==> src/rtl/fpws_pkg.sv <==
package fpws_pkg;
    localparam int SP_W      = 32;
    localparam int SP_EXP_W  = 8;
    localparam int SP_FRAC_W = 23;
    localparam int DP_W      = 64;
    localparam int DP_EXP_W  = 11;
    localparam int DP_FRAC_W = 52;
    localparam int SP_BIAS   = 127;
    localparam int DP_BIAS   = 1023;
    localparam int REBIAS    = DP_BIAS - SP_BIAS;
    localparam int PAD_W     = DP_FRAC_W - SP_FRAC_W;
    localparam int LZ_W      = $clog2(SP_FRAC_W + 1);
    localparam int FLAG_W    = 5;

    typedef enum logic [1:0] {
        OP_WIDEN = 2'd0,
        OP_ABS   = 2'd1,
        OP_NEG   = 2'd2,
        OP_CPSGN = 2'd3
    } op_e;

    typedef enum logic [2:0] {
        CLS_ZERO,
        CLS_SUB,
        CLS_NORM,
        CLS_INF,
        CLS_QNAN,
        CLS_SNAN
    } cls_e;

    typedef struct packed {
        logic invalid;
        logic div_zero;
        logic overflow;
        logic underflow;
        logic inexact;
    } flags_t;

    typedef struct packed {
        op_e                  op;
        logic                 sign;
        logic                 sign_b;
        logic [SP_EXP_W-1:0]  exp;
        logic [SP_FRAC_W-1:0] frac;
        cls_e                 cls;
        logic [LZ_W-1:0]      lz;
    } stage1_t;

    typedef struct packed {
        logic [DP_W-1:0] result;
        flags_t          flags;
    } stage2_t;

    function automatic cls_e classify(input logic [SP_EXP_W-1:0] e,
                                      input logic [SP_FRAC_W-1:0] f);
        cls_e c;
        if (e == '0)
            c = (f == '0) ? CLS_ZERO : CLS_SUB;
        else if (e == '1)
            c = (f == '0) ? CLS_INF : (f[SP_FRAC_W-1] ? CLS_QNAN : CLS_SNAN);
        else
            c = CLS_NORM;
        return c;
    endfunction
endpackage

==> src/rtl/fpws_lzc.sv <==
module fpws_lzc #(
    parameter int W  = 23,
    parameter int CW = $clog2(W + 1)
) (
    input  logic [W-1:0]  vec,
    output logic [CW-1:0] count
);
    always_comb begin
        logic found;
        found = 1'b0;
        count = CW'(W);
        for (int i = W - 1; i >= 0; i--) begin
            if (!found && vec[i]) begin
                found = 1'b1;
                count = CW'(W - 1 - i);
            end
        end
    end
endmodule

==> src/rtl/fpws_decode.sv <==
module fpws_decode
    import fpws_pkg::*;
(
    input  logic [1:0]      op,
    input  logic [SP_W-1:0] a,
    input  logic [SP_W-1:0] b,
    output stage1_t         dec
);
    logic [LZ_W-1:0] lz;

    fpws_lzc #(.W(SP_FRAC_W), .CW(LZ_W)) u_lzc (
        .vec   (a[SP_FRAC_W-1:0]),
        .count (lz)
    );

    always_comb begin
        dec.op     = op_e'(op);
        dec.sign   = a[SP_W-1];
        dec.sign_b = b[SP_W-1];
        dec.exp    = a[SP_W-2:SP_FRAC_W];
        dec.frac   = a[SP_FRAC_W-1:0];
        dec.cls    = classify(a[SP_W-2:SP_FRAC_W], a[SP_FRAC_W-1:0]);
        dec.lz     = lz;
    end
endmodule

==> src/rtl/fpws_widen.sv <==
module fpws_widen
    import fpws_pkg::*;
(
    input  stage1_t         s,
    output logic [DP_W-1:0] result,
    output flags_t          flags
);
    logic [SP_FRAC_W-1:0] shifted;
    logic [SP_FRAC_W-1:0] norm_frac;
    logic [DP_EXP_W-1:0]  exp_d;
    logic [DP_FRAC_W-1:0] frac_d;

    always_comb begin
        shifted   = s.frac << s.lz;
        norm_frac = {shifted[SP_FRAC_W-2:0], 1'b0};
        flags     = '0;
        exp_d     = '0;
        frac_d    = '0;
        unique case (s.cls)
            CLS_ZERO: begin
                exp_d  = '0;
                frac_d = '0;
            end
            CLS_SUB: begin
                exp_d  = DP_EXP_W'(REBIAS) - DP_EXP_W'(s.lz);
                frac_d = {norm_frac, {PAD_W{1'b0}}};
            end
            CLS_NORM: begin
                exp_d  = DP_EXP_W'(s.exp) + DP_EXP_W'(REBIAS);
                frac_d = {s.frac, {PAD_W{1'b0}}};
            end
            CLS_INF: begin
                exp_d  = '1;
                frac_d = '0;
            end
            CLS_QNAN, CLS_SNAN: begin
                exp_d  = '1;
                frac_d = {1'b1, s.frac[SP_FRAC_W-2:0], {PAD_W{1'b0}}};
                flags.invalid = (s.cls == CLS_SNAN);
            end
            default: begin
                exp_d  = '0;
                frac_d = '0;
            end
        endcase
        result = {s.sign, exp_d, frac_d};
    end
endmodule

==> src/rtl/fpws_signop.sv <==
module fpws_signop
    import fpws_pkg::*;
(
    input  stage1_t         s,
    output logic [DP_W-1:0] result
);
    logic new_sign;

    always_comb begin
        unique case (s.op)
            OP_ABS:   new_sign = 1'b0;
            OP_NEG:   new_sign = ~s.sign;
            OP_CPSGN: new_sign = s.sign_b;
            default:  new_sign = s.sign;
        endcase
        result = {{(DP_W - SP_W){1'b0}}, new_sign, s.exp, s.frac};
    end
endmodule

==> src/rtl/fp_widen_sign_unit.sv <==
module fp_widen_sign_unit
    import fpws_pkg::*;
(
    input  logic              clk,
    input  logic              rst,
    input  logic              in_valid,
    output logic              in_ready,
    input  logic [1:0]        in_op,
    input  logic [SP_W-1:0]   in_a,
    input  logic [SP_W-1:0]   in_b,
    output logic              out_valid,
    output logic [DP_W-1:0]   out_result,
    output logic [FLAG_W-1:0] out_flags
);
    stage1_t         dec;
    stage1_t         s1_q;
    logic            s1_v_q;
    logic [DP_W-1:0] widen_res;
    flags_t          widen_flg;
    logic [DP_W-1:0] sign_res;
    stage2_t         s2_d;
    stage2_t         s2_q;
    logic            s2_v_q;

    assign in_ready = ~rst;

    fpws_decode u_decode (
        .op  (in_op),
        .a   (in_a),
        .b   (in_b),
        .dec (dec)
    );

    always_ff @(posedge clk) begin
        if (rst) begin
            s1_v_q <= 1'b0;
            s1_q   <= '0;
        end else begin
            s1_v_q <= in_valid && in_ready;
            if (in_valid && in_ready)
                s1_q <= dec;
        end
    end

    fpws_widen u_widen (
        .s      (s1_q),
        .result (widen_res),
        .flags  (widen_flg)
    );

    fpws_signop u_signop (
        .s      (s1_q),
        .result (sign_res)
    );

    always_comb begin
        if (s1_q.op == OP_WIDEN) begin
            s2_d.result = widen_res;
            s2_d.flags  = widen_flg;
        end else begin
            s2_d.result = sign_res;
            s2_d.flags  = '0;
        end
    end

    always_ff @(posedge clk) begin
        if (rst) begin
            s2_v_q <= 1'b0;
            s2_q   <= '0;
        end else begin
            s2_v_q <= s1_v_q;
            if (s1_v_q)
                s2_q <= s2_d;
        end
    end

    assign out_valid  = s2_v_q;
    assign out_result = s2_q.result;
    assign out_flags  = s2_q.flags;
endmodule

==> config.mk <==
export PLATFORM = sky130hd
export DESIGN_NAME = fp_widen_sign_unit
export DESIGN_NICKNAME = d
export VERILOG_FILES = /design/src/rtl/fpws_pkg.sv /design/src/rtl/fpws_lzc.sv /design/src/rtl/fpws_decode.sv /design/src/rtl/fpws_widen.sv /design/src/rtl/fpws_signop.sv /design/src/rtl/fp_widen_sign_unit.sv
export SDC_FILE = /design/constraint.sdc
export NUM_CORES = 1
export LEC_CHECK = 0
export CORE_MARGIN = 8
export CORE_UTILIZATION = 35
export DETAILED_ROUTE_END_ITERATION = 8
export PLACE_DENSITY = 0.6
export SETUP_SLACK_MARGIN = 0.1
export SLEW_MARGIN = 15
export SYNTH_ARGS = -nofsm -noshare
export SYNTH_HDL_FRONTEND = slang
export SYNTH_SLANG_ARGS = --single-unit
==> constraint.sdc <==
create_clock -name clk -period 3.2 [get_ports clk]
set_input_delay 0.32 -clock clk [delete_from_list [all_inputs] [get_ports clk]]
set_output_delay 0.32 -clock clk [all_outputs]
set_load 0.03 [all_outputs]
# ---- After elaboration in Yosys (flattened, before gate mapping)
# Cells that the tools add are included.
dict set report totals {
  regBits 114
  ramBits 0
  n_memories 0
  romBits 0
  output_inout_bits 71
  word_cells 134
  inputBits 69
  latch_bits 0
}
dict set report op_classes {
  mul 0
  n_bitwise 2
  add_sub_neg 2
  mux 55
  reduce_logical 50
  n_div 0
  magnitude_cmp 0
  n_eq_ne 9
  shifts 1
}
# op n
set ops {}
lappend ops {{52-bit case mux with 3 select lines} 1}
lappend ops {{5-bit two-way mux} 23}
lappend ops {{69-bit two-way mux} 1}
lappend ops {{11-bit case mux with 3 select lines} 1}
lappend ops {{1-bit two-way mux} 25}
lappend ops {{1-bit logical AND} 23}
lappend ops {{23-bit zero test} 1}
lappend ops {{23-bit by 5-bit left shift with 22-bit output} 1}
lappend ops {{1-bit zero test} 22}
lappend ops {{8-bit by 10-bit adder with 11-bit output, second input constant} 1}
lappend ops {{10-bit by 5-bit subtractor with 11-bit output, first input constant} 1}
lappend ops {{3-bit two-way mux} 3}
lappend ops {{8-bit equality test, second input constant} 1}
lappend ops {{8-bit zero test} 1}
lappend ops {{3-bit by 2-bit equality test with 1-bit output, second input constant} 2}
lappend ops {{3-bit equality test, second input constant} 2}
lappend ops {{2-bit equality test, second input constant} 2}
lappend ops {{3-bit by 1-bit equality test with 1-bit output, second input constant} 1}
lappend ops {{1-bit case mux with 3 select lines} 1}
lappend ops {{3-bit OR reduction} 1}
lappend ops {{2-bit by 1-bit equality test with 1-bit output, second input constant} 1}
lappend ops {{2-bit zero test} 1}
lappend ops {{1-bit inverter} 2}
lappend ops {{2-bit OR reduction} 1}

# ---- Logic depth before layout (Yosys ltp)
dict set report logic_depth {
  word_depth 67
  depth_mapped 9
  depth_no_buf 7
}

# ---- By module
# From an unflattened synthesis, not the netlist that was laid out.
dict set report hier_totals {
  cells_unflattened 910
  hier_area_um2 7855.0
}
# mod cells_per_inst seq_area_each_um2 area_per_inst_um2 instances
set modules_own_cells {}
lappend modules_own_cells {fp_widen_sign_unit 535 2282.2 4956.0 1}
lappend modules_own_cells {fpws_widen 216 0.0 1725.4 1}
lappend modules_own_cells {fpws_signop 68 0.0 503.0 1}
lappend modules_own_cells {fpws_decode 52 0.0 396.6 1}
lappend modules_own_cells {fpws_lzc 39 0.0 274.0 1}

# ---- Worst setup path before layout
# OpenSTA, ideal clock, no wires.
dict set report synth_path {
  path_type {input port to flip-flop}
  start {input port in_a[3]}
  end {register s1_q[7] (netlist name)}
  path_slack_ps 1157
  path_stages 5
  path_buffers 0
  setup_ps 128
  arrival_time_ps 1915
  required_ps 3072
  path_cell_list {or4_4 -> or4_1 -> or4_1 -> a32oi_1 -> nor2_1}
}
dict set report synth_via {
  elab_chain_cells 4
}
# item line_no
set synth_lines {}
lappend synth_lines {{from (decl)} fp_widen_sign_unit.sv:9} ;# input logic [SP_W-1:0] in_a,
lappend synth_lines {{23-bit zero test} fpws_pkg.sv:60} ;# c = (f == '0) ? CLS_INF : (f[SP_FRAC_W-1] ? CLS_QNAN : CLS_SNAN);
lappend synth_lines {{3-bit two-way mux} fpws_pkg.sv:60}
lappend synth_lines {{3-bit two-way mux} fpws_pkg.sv:59} ;# else if (e == '1)
lappend synth_lines {{3-bit two-way mux} fpws_pkg.sv:57} ;# if (e == '0)
lappend synth_lines {{to (signal assigned)} fp_widen_sign_unit.sv:37} ;# s1_q <= '0;
lappend synth_lines {{to (signal assigned)} fp_widen_sign_unit.sv:41} ;# s1_q <= dec;
lappend synth_lines {{to (decl)} fp_widen_sign_unit.sv:16} ;# stage1_t s1_q;
# No other way between the ends.
# A chain may end at the register's enable or synchronous reset.

# ---- Worst setup path in the final report
# Same ends and word-level chain as after synthesis.

==> results.ini <==
[power_and_ir_drop]
peakVddDrop_mv=0.236
powerDensity_nw_per_um2=439
leakage_nw=2.45

[global_route]
top_usage_layer=met2
antenna_found_initial=0
grt_overflow=0
grt_max_degree=66
grt_use_met3=0.0534
met2_usage=0.282
grt_pass1_vias=5347
use_met1=0.250
grt_pass1_wl_um=30100
grt_usage=0.189

[synthesis]
synthSimpleGateAreaFrac=0.184
synth.distinct_cells=63
ys_top_cells_by_area=dfxtp_1 (39%), mux2i_1 (10%), mux4_2 (7.6%), nor2_1 (5.4%), a21oi_1 (5.4%)
synth_top_area_frac=0.386
synth_largest_area_cell=dfxtp_1
yosys_register_bits=109
synthXorXnorAreaFrac=0.00465
synth-seq-area-share=0.386
synth-async-reset-ratio=0
muxShareOfSynthArea=0.184
synth_compound_area_frac=0.187
yosysWarnings=0
synthAdderAreaFrac=0.00221
synth_edf_count=0
avgSynthCellArea_um2=8.69
synth_ff_type=dfxtp_1
netlist_instances=650
netlist_area_um2=5650
synth_top_family_by_area=compound AO/OA/AOI/OAI gates

[cts]
postCtsSetupBuffers=0
cts_hold_buffers=0
cts-resized-gates=0
path_clk_slew_ns=0.07
cts_buffer_depth=2
htreeDepth=3
cts_tree=built
clk_latency_ns=0.35
numCtsBuffers=9
clock_sinks=109
cts-root-buf=clkbuf_16

[placed_design]
gp_congestion=0.889
dp_hpwl_um=13800
place_area_um2=6820
numPortBuffers=104

[timing]
worstMarginPinSlew_ns=0.722
rsz0062_at_grt=no
max_freq_mhz=423
min_period_ns=2.37
worst_hold_slack_ns=0.449
slew_violations=0
finalCritPeriodShare=0.740
fin_setup_tns_ns=0
fin_worst_skew_ns=0.00760
hold_viol_final=0
finalSetupViolCount=0
relSlewSlack=0.512

[cells_and_area]
stdcell_area_um2=7110
diodes=0
layout_common_cells=dfxtp_1 (109), clkdlybuf4s50_1 (102), nor2_1 (82)
final_common_cell=dfxtp_1
syn_to_final_growth_pct=25.9
nNetsFinal=794
n_fill_cell=1571
multi_input_area_um2=3190
final-seq-area_um2=2180
drive_gt1_frac=0.0783

[floorplan]
rows=46
core_area_um2=15800
fp.dieArea_um2=20500
die_w_um=143
dieHeight_um=143
initial_utilization=0.357
ioPinCount=140

[route]
wl_per_cell_um=19.9
first_pass_iters=7
viasPerCell=5.63
route.detailed.drc=0
drt_iter0_markers=445
ant_nets=0
vias=5316
drt_wl_total_um=18800

[critical_path]
critical_path.top_delay_family=simple AND/OR/NAND/NOR gates
crit_chain=clkdlybuf4s50_1, or4_4, or4_1, or4_1, a32oi_1, nor2_1
cp.buffers_inverters=1
crit_slowest_cell=or4_4
max_stage_delay_ns=0.58
cp-end-kind=flip-flop
crit_required_ns=3.41
worst-setup-path-type=in2reg
path_common_cell=or4_1
crit_path_max_fanout=4
crit_arrival_ns=2.58
start_kind=primary input

[run_status]
status=finished, final reports clean

[min_path]
hold_class=reg2reg

[flow_run]
cap_violations=0

[sequential cells by signal, indices dropped and copies added, names as in the netlist]
signal and flops:
out_result 63, s1_v_q 1, out_flags 1, s1_q 43, out_valid 1
[area by class of cell]
| cell class | count | share of cell area |
|---|---|---|
| Tap cell | 216 | 0.0380 |
| Clock inverter | 5 | 0.00845 |
| Timing Repair Buffer | 118 | 0.160 |
| Multi-Input combinational cell | 475 | 0.449 |
| Clock buffer | 10 | 0.0322 |
| Sequential cell | 109 | 0.307 |
| Inverter | 11 | 0.00581 |
[cells by family (layout without fill, tap and decap cells)]
family          count (synthesis)  after routing
mux                            80             80
fa+ha+maj                       1              1
buf+inv                        69            144
other cells                     1              4
simple gates                  227            227
xor+xnor                        3              3
flops                         109            109
compound gates                160            160
[stage by stage]
| step | power [mW] | setup WS [ns] | std cells | util |
|---|---|---|---|---|
| 6_report | 3.12 | 0.834 | 944 | 0.449 |
| 4_1_cts | 3.14 | 0.841 | 944 | 0.449 |
| 2_1_floorplan | 1.81 | 1.16 | 653 | - |
| 5_1_grt | 3.24 | 0.650 | 944 | 0.449 |
| 3_3_place_gp | 2.01 | 0.492 | 929 | 0.431 |
| 3_5_place_dp | 2.01 | 0.478 | 929 | 0.431 |
[routing by layer]
metal | up-vias | wire (um) | part of all wire
li1 | 2518 | - | -
met2 | 215 | 8220 | 0.44
met1 | 2557 | 8430 | 0.45
met5 | - | 0 | 0
met4 | 0 | 404 | 0.021
met3 | 26 | 1750 | 0.093
[where the power goes]
part / switching (mW) / internal (mW) / leakage (nW)
clock: 0.526 / 0.607 / 0.139
sequential: 0.0789 / 1.40 / 0.888
combinational: 0.290 / 0.218 / 1.43
[worst paths after layout]
| kind | start | slack [ns] | depth (start not counted) | endpoint |
|---|---|---|---|---|
| hold reg to reg | out_flags[4] | 0.45 | 2 | out_flags[4] |
| setup reg to reg | s1_q[1] | 0.91 | 6 | out_result[38] |
| hold / removal | out_flags[4] | 0.45 | 2 | out_flags[4] |
| setup / recovery | in_a[3] | 0.83 | 6 | s1_q[7] |
[worst min-delay path, cell delays in order (launching register included)]
cell,delay (ns)
dfxtp_1,0.31
nand2_1,0.05
a21oi_1,0.05
[cells in the mapped netlist (all sizes together) (3+ instances only)]
library cell	number
a211oi	10
a21oi	61
a221oi	9
a22o	7
a22oi	10
a2bb2oi	3
a31oi	3
a32o	3
a32oi	4
and2	3
buf	19
clkbuf	39
dfxtp	109
inv	9
mux2i	59
mux4	19
nand2	60
nand2b	4
nand3	36
nand4	3
nor2	82
nor2b	8
nor3	10
nor3b	3
nor4	4
nor4b	3
o21ai	20
o22ai	4
o31ai	6
or4	3
Note: power is estimated with default switching activity, not from simulation.
